**config.mk**
```make
export PLATFORM = sky130hd
export DESIGN_NAME = uart_baud_gen
export DESIGN_NICKNAME = d
export VERILOG_FILES = /design/src/rtl/ubg_pkg.sv /design/src/rtl/ubg_regs.sv /design/src/rtl/ubg_prescale.sv /design/src/rtl/ubg_frac.sv /design/src/rtl/ubg_divcnt.sv /design/src/rtl/uart_baud_gen.sv
export SDC_FILE = /design/constraint.sdc
export NUM_CORES = 1
export LEC_CHECK = 0
export BUFFER_PORTS_ARGS = -buffer_cell sky130_fd_sc_hd__buf_2
export CAP_MARGIN = 30
export CORE_MARGIN = 10
export CORE_UTILIZATION = 50
export DETAILED_ROUTE_END_ITERATION = 10
export GPL_TIMING_DRIVEN = 0
export PLACE_DENSITY = 0.67
export SYNTH_ARGS = -nofsm -noshare
export SYNTH_HDL_FRONTEND = slang
export SYNTH_SLANG_ARGS = --single-unit
```
**constraint.sdc**
```tcl
create_clock -name clk_i -period 8 [get_ports clk_i]
set_input_delay 0.4 -clock clk_i [delete_from_list [all_inputs] [get_ports clk_i]]
set_output_delay 0.4 -clock clk_i [all_outputs]
set_load 0.05 [all_outputs]
```
**src/rtl/ubg_pkg.sv**
```systemverilog
package ubg_pkg;
  localparam int CODE_W       = 3;
  localparam int PSC_W        = 5;
  localparam int BUS_W        = 32;
  localparam int IDX_DIV_LO   = 0;
  localparam int IDX_LCR      = 3;
  localparam int IDX_PSC      = 10;
  localparam int IDX_XY       = 11;
  localparam int LCR_DLAB_BIT = 7;
  localparam int OVS          = 16;

  function automatic logic [PSC_W-1:0] psc_ratio(input logic [CODE_W-1:0] code);
    case (code)
      3'd0:    return PSC_W'(1);
      3'd1:    return PSC_W'(2);
      3'd2:    return PSC_W'(4);
      3'd3:    return PSC_W'(8);
      3'd4:    return PSC_W'(10);
      3'd5:    return PSC_W'(12);
      3'd6:    return PSC_W'(16);
      default: return PSC_W'(20);
    endcase
  endfunction
endpackage

```
**src/rtl/ubg_regs.sv**
```systemverilog
module ubg_regs
  import ubg_pkg::*;
#(
  parameter int DIV_W  = 16,
  parameter int FRAC_W = 16,
  parameter int ADDR_W = 4
) (
  input  logic               clk_i,
  input  logic               rst_ni,
  input  logic               wr_en_i,
  input  logic [ADDR_W-1:0]  addr_i,
  input  logic [BUS_W-1:0]   wdata_i,
  output logic [BUS_W-1:0]   rdata_o,
  output logic [DIV_W-1:0]   div_o,
  output logic [CODE_W-1:0]  code_o,
  output logic [FRAC_W-1:0]  x_o,
  output logic [FRAC_W-1:0]  y_o,
  output logic               dlab_o,
  output logic               restart_o
);
  localparam int NB = DIV_W / 8;
  localparam logic [FRAC_W-1:0] Y_RST = FRAC_W'(65000);

  logic [7:0]        lcr_q;
  logic [CODE_W-1:0] code_q;
  logic [FRAC_W-1:0] x_q, y_q;
  logic [NB-1:0]     div_we;
  logic [FRAC_W-1:0] x_new, y_new;
  logic              lcr_we, psc_we, xy_we;

  assign x_new  = wdata_i[2*FRAC_W-1:FRAC_W];
  assign y_new  = wdata_i[FRAC_W-1:0];
  assign lcr_we = wr_en_i && (addr_i == ADDR_W'(IDX_LCR));
  assign psc_we = wr_en_i && (addr_i == ADDR_W'(IDX_PSC));
  assign xy_we  = wr_en_i && (addr_i == ADDR_W'(IDX_XY)) && (x_new < y_new);
  assign dlab_o = lcr_q[LCR_DLAB_BIT];

  for (genvar b = 0; b < NB; b++) begin : g_div
    logic [7:0] q;
    assign div_we[b] = wr_en_i && dlab_o && (addr_i == ADDR_W'(IDX_DIV_LO + b));
    always_ff @(posedge clk_i or negedge rst_ni) begin
      if (!rst_ni)        q <= (b == 0) ? 8'd1 : 8'd0;
      else if (div_we[b]) q <= wdata_i[7:0];
    end
    assign div_o[8*b +: 8] = q;
  end

  always_ff @(posedge clk_i or negedge rst_ni) begin
    if (!rst_ni) begin
      lcr_q  <= '0;
      code_q <= CODE_W'(4);
      x_q    <= '0;
      y_q    <= Y_RST;
    end else begin
      if (lcr_we) lcr_q  <= wdata_i[7:0];
      if (psc_we) code_q <= wdata_i[CODE_W-1:0];
      if (xy_we) begin
        x_q <= x_new;
        y_q <= y_new;
      end
    end
  end

  assign code_o    = code_q;
  assign x_o       = x_q;
  assign y_o       = y_q;
  assign restart_o = (|div_we) || psc_we || xy_we;

  always_comb begin
    rdata_o = '0;
    for (int b = 0; b < NB; b++)
      if (addr_i == ADDR_W'(IDX_DIV_LO + b)) rdata_o = BUS_W'(div_o[8*b +: 8]);
    if (addr_i == ADDR_W'(IDX_LCR)) rdata_o = BUS_W'(lcr_q);
    if (addr_i == ADDR_W'(IDX_PSC)) rdata_o = BUS_W'(code_q);
    if (addr_i == ADDR_W'(IDX_XY))  rdata_o = BUS_W'({x_q, y_q});
  end
endmodule

```
**src/rtl/ubg_prescale.sv**
```systemverilog
module ubg_prescale
  import ubg_pkg::*;
(
  input  logic             clk_i,
  input  logic             rst_ni,
  input  logic             clr_i,
  input  logic [PSC_W-1:0] ratio_i,
  output logic             en_o
);
  logic [PSC_W-1:0] cnt_q;

  assign en_o = (cnt_q == ratio_i - PSC_W'(1));

  always_ff @(posedge clk_i or negedge rst_ni) begin
    if (!rst_ni)    cnt_q <= '0;
    else if (clr_i) cnt_q <= '0;
    else if (en_o)  cnt_q <= '0;
    else            cnt_q <= cnt_q + PSC_W'(1);
  end
endmodule

```
**src/rtl/ubg_frac.sv**
```systemverilog
module ubg_frac #(
  parameter int FRAC_W = 16
) (
  input  logic              clk_i,
  input  logic              rst_ni,
  input  logic              clr_i,
  input  logic              en_i,
  input  logic [FRAC_W-1:0] x_i,
  input  logic [FRAC_W-1:0] y_i,
  output logic              pulse_o
);
  logic [FRAC_W-1:0] acc_q;
  logic [FRAC_W:0]   sum, over;
  logic              wrap;

  // acc < Y and X < Y, so sum < 2Y and the remainder fits FRAC_W bits
  assign sum  = {1'b0, acc_q} + {1'b0, x_i};
  assign over = sum - {1'b0, y_i};
  assign wrap = (sum >= {1'b0, y_i});

  always_ff @(posedge clk_i or negedge rst_ni) begin
    if (!rst_ni) begin
      acc_q   <= '0;
      pulse_o <= 1'b0;
    end else if (clr_i) begin
      acc_q   <= '0;
      pulse_o <= 1'b0;
    end else if (en_i) begin
      acc_q   <= wrap ? over[FRAC_W-1:0] : sum[FRAC_W-1:0];
      pulse_o <= wrap;
    end else begin
      pulse_o <= 1'b0;
    end
  end
endmodule

```
**src/rtl/ubg_divcnt.sv**
```systemverilog
module ubg_divcnt #(
  parameter int DIV_W = 16,
  parameter int OVS   = 16
) (
  input  logic             clk_i,
  input  logic             rst_ni,
  input  logic             clr_i,
  input  logic             en_i,
  input  logic [DIV_W-1:0] div_i,
  output logic             sample_o,
  output logic             bit_o
);
  localparam int OVS_W = $clog2(OVS);

  logic [DIV_W-1:0] dcnt_q, div_eff;
  logic [OVS_W-1:0] ocnt_q;
  logic             last, ovs_last;

  assign div_eff  = (div_i == '0) ? DIV_W'(1) : div_i;
  assign last     = en_i && (dcnt_q == div_eff - DIV_W'(1));
  assign ovs_last = (ocnt_q == OVS_W'(OVS - 1));

  always_ff @(posedge clk_i or negedge rst_ni) begin
    if (!rst_ni) begin
      dcnt_q   <= '0;
      ocnt_q   <= '0;
      sample_o <= 1'b0;
      bit_o    <= 1'b0;
    end else if (clr_i) begin
      dcnt_q   <= '0;
      ocnt_q   <= '0;
      sample_o <= 1'b0;
      bit_o    <= 1'b0;
    end else begin
      sample_o <= last;
      bit_o    <= last && ovs_last;
      if (last) begin
        dcnt_q <= '0;
        ocnt_q <= ovs_last ? '0 : ocnt_q + OVS_W'(1);
      end else if (en_i) begin
        dcnt_q <= dcnt_q + DIV_W'(1);
      end
    end
  end
endmodule

```
**src/rtl/uart_baud_gen.sv**
```systemverilog
module uart_baud_gen
  import ubg_pkg::*;
#(
  parameter int DIV_W  = 16,
  parameter int FRAC_W = 16,
  parameter int ADDR_W = 4
) (
  input  logic              clk_i,
  input  logic              rst_ni,
  input  logic              wr_en_i,
  input  logic [ADDR_W-1:0] addr_i,
  input  logic [31:0]       wdata_i,
  output logic [31:0]       rdata_o,
  output logic              sample_tick_o,
  output logic              bit_tick_o
);
  logic [DIV_W-1:0]  div_w;
  logic [CODE_W-1:0] code_w;
  logic [FRAC_W-1:0] x_w, y_w;
  logic              dlab_w, restart_w, pre_en_w, frac_en_w;

  ubg_regs #(.DIV_W(DIV_W), .FRAC_W(FRAC_W), .ADDR_W(ADDR_W)) u_regs (
    .clk_i, .rst_ni, .wr_en_i, .addr_i, .wdata_i, .rdata_o,
    .div_o(div_w), .code_o(code_w), .x_o(x_w), .y_o(y_w),
    .dlab_o(dlab_w), .restart_o(restart_w)
  );

  ubg_prescale u_psc (
    .clk_i, .rst_ni, .clr_i(restart_w), .ratio_i(psc_ratio(code_w)), .en_o(pre_en_w)
  );

  ubg_frac #(.FRAC_W(FRAC_W)) u_frac (
    .clk_i, .rst_ni, .clr_i(restart_w), .en_i(pre_en_w),
    .x_i(x_w), .y_i(y_w), .pulse_o(frac_en_w)
  );

  ubg_divcnt #(.DIV_W(DIV_W), .OVS(OVS)) u_div (
    .clk_i, .rst_ni, .clr_i(restart_w), .en_i(frac_en_w), .div_i(div_w),
    .sample_o(sample_tick_o), .bit_o(bit_tick_o)
  );
endmodule

```
# Word level (Yosys, flattened, before mapping)
# Index checks and enable logic that the tools add are counted.
[word_totals]
regBits = 103
out_inout_bits = 34
elab_cells = 75
[classes]
addsub = 7
n_lt_le_gt_ge = 2
n_eq_ne = 13
n_mux = 22
reduce_logical = 18
[op_table]
columns = ["op", "count"]
rows = [
  ["$mux 16", 7],
  ["$pmux 5 s7", 1],
  ["$mux 32", 1],
  ["$mux 8", 4],
  ["$add 16x16->17", 1],
  ["$ge 17x16->1", 1],
  ["$add 16x1->16 const B", 1],
  ["$eq 16x16->1", 1],
  ["$logic_not 16->1", 1],
  ["$lt 16x16->1", 1],
  ["$sub 16x1->16 const B", 1],
  ["$sub 16x16->16", 1],
  ["$eq 4x4->1 const B", 3],
  ["$mux 4", 3],
  ["$mux 5", 2],
  ["$eq 3x3->1 const B", 3],
  ["$logic_and 1x1->1", 9],
  ["$eq 3x2->1 const B", 2],
  ["$add 5x1->5 const B", 1],
  ["$eq 5x5->1", 1],
  ["$sub 5x1->5 const B", 1],
  ["$add 4x1->4 const B", 1],
  ["$eq 4x1->1 const B", 1],
  ["$eq 4x2->1 const B", 1],
  ["other kinds (8)", 13],
]

# Logic depth before layout (Yosys ltp)
# Gate-level depths: netlist (run 1).
[logic_depth]
ltp_word = 7
mapped_depth = 21

# Cells and area by module
# From an unflattened synthesis (run 1), not the netlist that was laid out.
[hier_totals]
hier_cells = 854
area_unflattened_um2 = 7933.9
[modules_own_cells]
columns = ["mod", "n_inst", "cells_per_inst", "area_per_inst_um2"]
rows = [
  ["ubg_regs", 1, 261, 3200.6],
  ["ubg_frac", 1, 340, 2542.4],
  ["ubg_divcnt", 1, 211, 1801.7],
  ["ubg_prescale", 1, 33, 335.3],
  ["uart_baud_gen", 1, 9, 53.8],
]

# Least setup slack after synthesis (run 1)
# Ideal clock, no wire load.
[synth_timing]
path_kind = "register to register"
start = "register u_frac.acc_q[1]"
end = "register u_frac.acc_q[10]"
arrival_time_ps = 3968
path_slack_ps = 3895
stages_incl_launch_ff = 20
n_path_buf = 3
synth_period_minus_slack_ps = 4105
path_cell_list = "dfrtp_1 ha_1 a21oi_1 o211ai_1 o41ai_1 o21ba_2 o21ai_0 xor2_1 ha_1 clkbuf_1 o21ai_0 o21bai_1 a21o_1 a221o_1 a22o_1 nand2b_1 clkbuf_1 buf_2 mux2i_1 a21oi_1"
[synth_via]
elab_chain_cells = 5
elab_cells_between_ends = 6
[synth_rtl]
columns = ["element", "line_no", "text"]
rows = [
  ["from (decl)", "ubg_frac.sv:12", "logic [FRAC_W-1:0] acc_q;"],
  ["from (signal assigned)", "ubg_frac.sv:29", "acc_q <= wrap ? over[FRAC_W-1:0] : sum[FRAC_W-1:0];"],
  ["$add 16x16->17 *", "ubg_frac.sv:17", "assign sum = {1'b0, acc_q} + {1'b0, x_i};"],
  ["$sub 16x16->16 or $ge 17x16->1 (tied branches)", "ubg_frac.sv:18, ubg_frac.sv:19", ""],
  ["$mux 16 *", "ubg_frac.sv:29", ""],
  ["$mux 16 *", "ubg_frac.sv:28", "end else if (en_i) begin"],
  ["$mux 16 *", "ubg_frac.sv:25", "end else if (clr_i) begin"],
]
# Mark *: on every way between the ends. The rest lies on a longest branch, timed or not. The select of a mux whose other input is x is not followed.
# A chain may end at the register's enable or synchronous reset.

# Worst setup path after layout (run 1)
[layout_timing]
start = "register u_regs.x_q[0], in the netlist u_regs.x_o[0]"
end = "register u_frac.acc_q[7]"
[layout_via]
elab_chain_cells = 5
elab_cells_between_ends = 6
[layout_rtl]
columns = ["element", "line_no", "text"]
rows = [
  ["from (decl)", "ubg_regs.sv:26", "logic [FRAC_W-1:0] x_q, y_q;"],
  ["from (signal assigned)", "ubg_regs.sv:58", "x_q <= x_new;"],
  ["$add 16x16->17 *", "ubg_frac.sv:17", ""],
  ["$sub 16x16->16 or $ge 17x16->1 (tied branches)", "ubg_frac.sv:18, ubg_frac.sv:19", ""],
  ["$mux 16 *", "ubg_frac.sv:29", ""],
  ["$mux 16 *", "ubg_frac.sv:28", ""],
  ["$mux 16 *", "ubg_frac.sv:25", ""],
]
# Marks and branches as above.

==> results.yml, run 1 <==
run_status:
  status: "finished, final reports clean"
global_routing:
  grt_usage: 0.2015
  grt_pass1_wl_um: 32550
  grt_max_degree: 64
  grt_pass1_vias: 6186
  antenna_found_initial: 0
  grt_overflow: 0
cts:
  insertion_delay_ns: 0.36
  clkSinkCount: 103
  ctsHoldBuffers: 0
  cts_inserted_buffers: 9
  post_cts_buffers: 0
  root_buffer: "clkbuf_16"
  clk_pin_slew_ns: 0.08
  cts_tree: "yes"
  htreeDepth: 3
  cts_resized: 0
  cts_buffer_depth: 2
logic_synthesis:
  ys.flop_type: "dfrtp_1"
  synth.top_cell.area_share: 0.3071
  synth_top_family_by_area: "simple AND/OR/NAND/NOR gates"
  yosys.area.top_type: "dfrtp_1"
  ys_top_cells_by_area: "dfrtp_1 31%, ha_1 8.9%, o21ai_0 5.7%, mux2_2 5.7%, dfstp_2 4.7%"
  synth_seq_cells: 103
  ys_seq_area_frac: 0.3537
  synth_nets: 925
  ys_types: 67
  synthMuxAreaShare: 0.08412
  yosysWarnings: 0
  avgSynthCellArea_um2: 8.814
  synth_area_um2: 7333
  yosys.area_share.simple: 0.1986
  yosys.area_share.adder: 0.09418
  synthXorXnorAreaFrac: 0.06927
  synthCells: 832
  ys_async_sr_fraction: 1.000
  synth_compound_area_frac: 0.1578
  synth_edf_count: 0
critical_path:
  critPathMaxStageDelay_ns: 0.41
  path_cells: "ha_1 -> inv_1 -> fa_1 -> nor2b_1 -> o31a_1 -> o21ai_0 -> nand2_1 -> a21oi_1 -> xnor2_1 -> ha_1 -> clkbuf_1 -> o21ai_0 -> o21bai_1 -> a21o_1 -> a221o_1 -> a22o_1 -> nand2b_1 -> clkbuf_1 -> buf_2 -> mux2i_1 -> a21oi_1"
  crit_slowest_cell: "dfrtp_1"
  cp.arrival_ns: 5.17
  cp_max_fo: 10
  end_kind: "flip-flop"
  worstPathRequired_ns: 8.20
  cp-start-kind: "flip-flop"
  critPathKind: "reg2reg"
hold_path:
  hold_class: "in2async"
sta:
  clock.fmax_mhz: 201.2
  fin_setup_tns_ns: 0
  report.final.slew_viol_count: 0
  finalClockSkew_ns: 0.01286
  tightest_slew_ns: 0.9198
  finalCriticalPeriod_ns: 4.971
  rsz0062_at_grt: "false"
  finalHoldViolCount: 0
  relSlewSlack: 0.3811
  setup_violations: 0
  post-route-period-util: 0.6214
routing:
  vias: 6329
  wl_um: 19660
  ant_nets: 0
  drt_first_pass_iters: 5
  drc: 0
  vias_per_cell: 5.722
  drt_first_iter_violations: 343
  avgRoutedWirePerCell_um: 17.77
floorplan:
  die_w_um: 141.1
  initial_core_util: 0.5065
  ios: 73
  die_height_um: 141.1
  rows: 44
  core_um2: 14480
  dieArea_um2: 19910
run:
  cap_violations: 0
finish:
  layout-drive-gt1-share: 0.1670
  final_nets: 1010
  fin_util: 0.5704
  area_growth_syn_to_layout_pct: 12.63
  diodes: 0
  instances_no_fill: 1106
power_and_ir_drop:
  power.density_nw_per_um2: 366.9
  p_leak_uw: 0.003863
  ir_drop_mv: 0.2336
placement:
  gp_congestion: 0.9093
  place_hpwl_um: 15360
  placed_cells: 1090
  portBuffers: 71
layer usage:
metal  wire, µm  track usage  vias to the layer above  part of all wire
met2       9658       0.3391                      130              0.49
li1           -            -                     3127                 -
met5          0            0                        -                 0
met4        278      0.04783                        0             0.014
met1       8884       0.2575                     3054              0.45
met3        836      0.04266                       18             0.043
worst paths after layout:
kind	from	endpoint	slack (ns)	depth (start not counted)
worst max-delay path	u_regs.x_o[0]	u_frac.acc_q[7]	3.03	21
worst min-delay path	rst_ni	u_psc.cnt_q[1]	0.03	1
worst max register to register	u_regs.x_o[0]	u_frac.acc_q[7]	3.03	21
worst min register to register	u_regs.lcr_q[2]	u_regs.lcr_q[2]	0.48	2
max in group asynchronous	rst_ni	u_regs.y_o[5]	7.23	2
min in group clk_i	wdata_i[13]	u_regs.y_o[13]	0.26	3
synth_stat cells, drive strengths merged, types with 3 or more instances:
cell type and instances:
dfrtp 90, nand2 89, o21ai 84, nor2 62
ha 52, a21oi 49, inv 48, mux2 37
xnor2 36, clkbuf 26, nor3 22, xor2 22
mux2i 20, and2 17, nand4 17, nand3 15
dfstp 13, nor2b 11, and3 8, nand2b 8
a21o 7, buf 7, nand3b 7, nor4 7
o211ai 5, o21a 5, a211oi 4, and4 4
o21bai 4, or3 4, a2111oi 3, a31oi 3
nor3b 3, o31a 3, o31ai 3, o41ai 3
or4b 3
critical path: cells and delay by family (launching register included):
kind | cells | cell delay [ns]
multiplexers | 1 | 0.28
flip-flops | 1 | 0.41
XOR/XNOR | 1 | 0.13
AO/OA/AOI/OAI | 9 | 1.86
adder cells (fa/ha/maj) | 3 | 0.74
buffers and inverters | 4 | 1.14
AND/OR/NAND/NOR | 3 | 0.28
cells by family after synthesis:
group | after synthesis
xor+xnor | 58
simple gates | 286
flops | 103
mux | 57
buf+inv | 81
fa+ha+maj | 54
compound gates | 193
through the flow:
stage	instance area [µm²]	total power, µW	setup slack (ns)	hold WS [ns]
2_1_floorplan	7333	2179	3.895	0.1044
3_3_place_gp	7919	2543	3.082	0.4603
3_5_place_dp	7961	2567	3.073	0.4284
4_1_cts	8259	3036	3.034	0.04777
5_1_grt	8259	3302	2.689	0.05828
6_report	8259	3031	3.029	0.02771
area by class of cell:
cell class,count,area (µm²)
Timing Repair Buffer,74,397.9
Clock buffer,11,232.7
Tap cell,184,230.2
Multi-Input combinational cell,648,4429
Inverter,48,180.2
Fill cell,1382,6220
Buffer,33,130.1
Clock inverter,5,65.06
Sequential cell,103,2594
flip-flops by register name, summed over array words and instances, names as in the netlist, 3 cells and up:
| register | flops |
|---|---|
| u_regs.g_div.q | 16 |
| u_psc.cnt_q | 5 |
| u_div.ocnt_q | 4 |
| u_regs.code_o | 3 |
| u_regs.y_o | 16 |
| u_div.dcnt_q | 16 |
| u_regs.lcr_q | 8 |
| u_regs.x_o | 16 |
| u_frac.acc_q | 16 |
where the power goes:
part,internal (µW),switching (µW),total [µW]
combinational,785,1020,1800
sequential,663,106,769
clock,248,210,458
total,1700,1330,3030
cells in the final DEF (no fill, tap or decap), drive strengths merged, types with 3 or more instances in the layout:
master and count:
a31oi 3, xor2 22, and3 8, o21bai 4
nand4 17, nor3b 3, dfstp 13, o41ai 3
or3 4, o21a 5, clkbuf 37, xnor2 36
or4b 3, nor2b 11, o31a 3, a211oi 4
mux2 37, and4 4, o211ai 5, nor4 7
a21oi 49, dfrtp 90, o31ai 3, nor2 62
mux2i 20, nand3 15, and2 17, nand3b 7
a21o 7, nand2b 8, nand2 89, ha 52
o21ai 84, buf 81, a2111oi 3, nor3 22
inv 52
Power figures use the tool's default switching activity.
==> run 2: changes to the inputs <==
==> constraint.sdc (replaced) <==
create_clock -name clk_i -period 5.2 [get_ports clk_i]
set_input_delay 0.26 -clock clk_i [delete_from_list [all_inputs] [get_ports clk_i]]
set_output_delay 0.26 -clock clk_i [all_outputs]
set_load 0.05 [all_outputs]
==> run 2 against run 1 <==
Global-route usage did not move. Critical path depth fell by 5. Hold slack improved by 0.092 ns. Register-to-register slack worse by 2.7 ns. Cell area increased by 0.14%. Routed wire length shrank 0.15%. Final cell count stayed put. Clock power increased by 54%. Setup slack got worse by 2.7 ns. Die area did not move. Highest routed layer unchanged.
==> results.yml, run 2 (synthesis results as in run 1) <==
routing:
  drt_first_iter_violations: 319
  vias: 6345
  drc: 0
  vias_per_cell: 5.737
  dr_wl_met2_um: 9655
  avgRoutedWirePerCell_um: 17.75
  routed.top_layer: "met4"
  drt-met1-wl_um: 8895
  wl_um: 19630
  drt_first_pass_iters: 5
  ant_nets: 0
  dr_wl_met3_um: 795
floorplan:
  initial_core_util: 0.5065
  die_w_um: 141.1
  die_height_um: 141.1
  dieArea_um2: 19910
  rows: 44
  core_um2: 14480
  ios: 73
sta:
  tightest_slew_ns: 0.9222
  relSlewSlack: 0.3795
  post-route-period-util: 0.9436
  setup_violations: 0
  rsz0062_at_grt: "false"
  finalCriticalPeriod_ns: 4.907
  report.final.slew_viol_count: 0
  fin_setup_tns_ns: 0
  finalClockSkew_ns: 0.01262
  hold_ws_ns: 0.1199
  finalHoldViolCount: 0
  clock.fmax_mhz: 203.8
critical_path:
  crit_path_start: "u_regs.x_o[9]"
  crit_slowest_cell: "or4b_2"
  worstPathRequired_ns: 5.40
  critPathKind: "reg2reg"
  path_cells: "ha_1 -> and3_1 -> a221oi_1 -> a21boi_0 -> o21ai_0 -> or4b_2 -> nand3_1 -> ha_1 -> and3_1 -> nand4_1 -> nor2_1 -> a211oi_1 -> nand2b_2 -> clkbuf_4 -> mux2i_1 -> a21oi_1"
  cp-start-kind: "flip-flop"
  cp.arrival_ns: 5.11
  cp_max_fo: 10
  end_kind: "flip-flop"
  timing.rr.start: "u_regs.x_o[9]"
  rr_worst_depth: 16
  ff2ff_setup_slack_ns: 0.29
  critPathMaxStageDelay_ns: 0.69
  r2r-end: "u_frac.acc_q[7]"
  cp-endpoint: "u_frac.acc_q[7]"
global_routing:
  grt_pass1_vias: 6189
  grt_pass1_wl_um: 32560
  grt_max_degree: 64
  grt_usage: 0.2015
  grt_overflow: 0
  antenna_found_initial: 0
power_and_ir_drop:
  power.density_nw_per_um2: 563.9
  ir_drop_mv: 0.3566
  p_leak_uw: 0.003867
placement:
  portBuffers: 71
  place_hpwl_um: 15360
  gp_congestion: 0.9093
cts:
  cts_tree: "yes"
  cts_inserted_buffers: 9
  clkSinkCount: 103
  clk_pin_slew_ns: 0.08
  post_cts_buffers: 0
  insertion_delay_ns: 0.36
  cts_buffer_depth: 2
  htreeDepth: 3
  root_buffer: "clkbuf_16"
finish:
  fillers: 1383
  layout-drive-gt1-share: 0.1681
  area_growth_syn_to_layout_pct: 12.78
  final_common_cell: "dfrtp_1"
  final_nets: 1010
  diodes: 0
  mostFrequentLayoutCells: "90 x dfrtp_1, 89 x nand2_1, 84 x o21ai_0, 75 x buf_2, 62 x nor2_1"
run:
  cap_violations: 0
hold_path:
  min_path_cells: 3
  hold_class: "in2reg"
run_status:
  status: "finished, final reports clean"
## run 2: where the power goes
part / internal [µW] / total [µW] / switching [µW]
logic: 1210 / 2780 / 1560
clock network: 381 / 704 / 322
registers: 1020 / 1180 / 163
## run 2: routing by layer
metal | GRT usage | up-vias
met5 | 0 | -
met4 | 0.04783 | 0
met3 | 0.04300 | 19
met2 | 0.3391 | 127
met1 | 0.2573 | 3067
li1 | - | 3132
## run 2: worst min path at each step
stage / start / endpoint
floorplan: rst_ni / u_div.bit_o
global placement: u_regs.lcr_q[2] / u_regs.lcr_q[2]
detailed placement: rst_ni / u_psc.cnt_q[3]
CTS: wdata_i[14] / u_regs.y_o[14]
global route: wdata_i[10] / u_regs.y_o[10]
finish: wdata_i[13] / u_regs.y_o[13]
## run 2: layout make-up
cell class,instances,area (µm²),area share
clock buffers,11,232.7,0.02814
inverters,48,180.2,0.02179
flip-flops and latches,103,2594,0.3136
multi-input cells,648,4432,0.5359
clock inverters,5,65.06,0.007867
plain buffers,32,128.9,0.01558
well taps,184,230.2,0.02784
repair buffers,75,407.9,0.04932
## run 2: critical path, delay by kind of cell, from the launching register on
| kind | cells | cell delay [ns] |
|---|---|---|
| compound gates | 5 | 1.58 |
| buf+inv | 1 | 0.30 |
| fa+ha+maj | 2 | 0.65 |
| mux | 1 | 0.23 |
| flops | 1 | 0.40 |
| simple gates | 7 | 1.61 |
## run 2: timing repair
action,4_1_cts,5_1_grt
gates resized for setup,0,2
endpoints found under the setup margin,0,9
hold buffers,1,0
endpoints found under the hold margin,33,0
## run 2: per-stage QoR
stage / worst slack, ns / instances / cell area (µm²) / total power, µW / util
floorplan: 1.095 / 832 / 7333 / 3352 / -
global placement: 0.2821 / 1087 / 7919 / 3913 / 0.5469
detailed placement: 0.2735 / 1090 / 7961 / 3949 / 0.5499
CTS: 0.2343 / 1107 / 8269 / 4671 / 0.5711
global route: 0.05804 / 1106 / 8270 / 5084 / 0.5712
finish: 0.2934 / 1106 / 8270 / 4664 / 0.5712
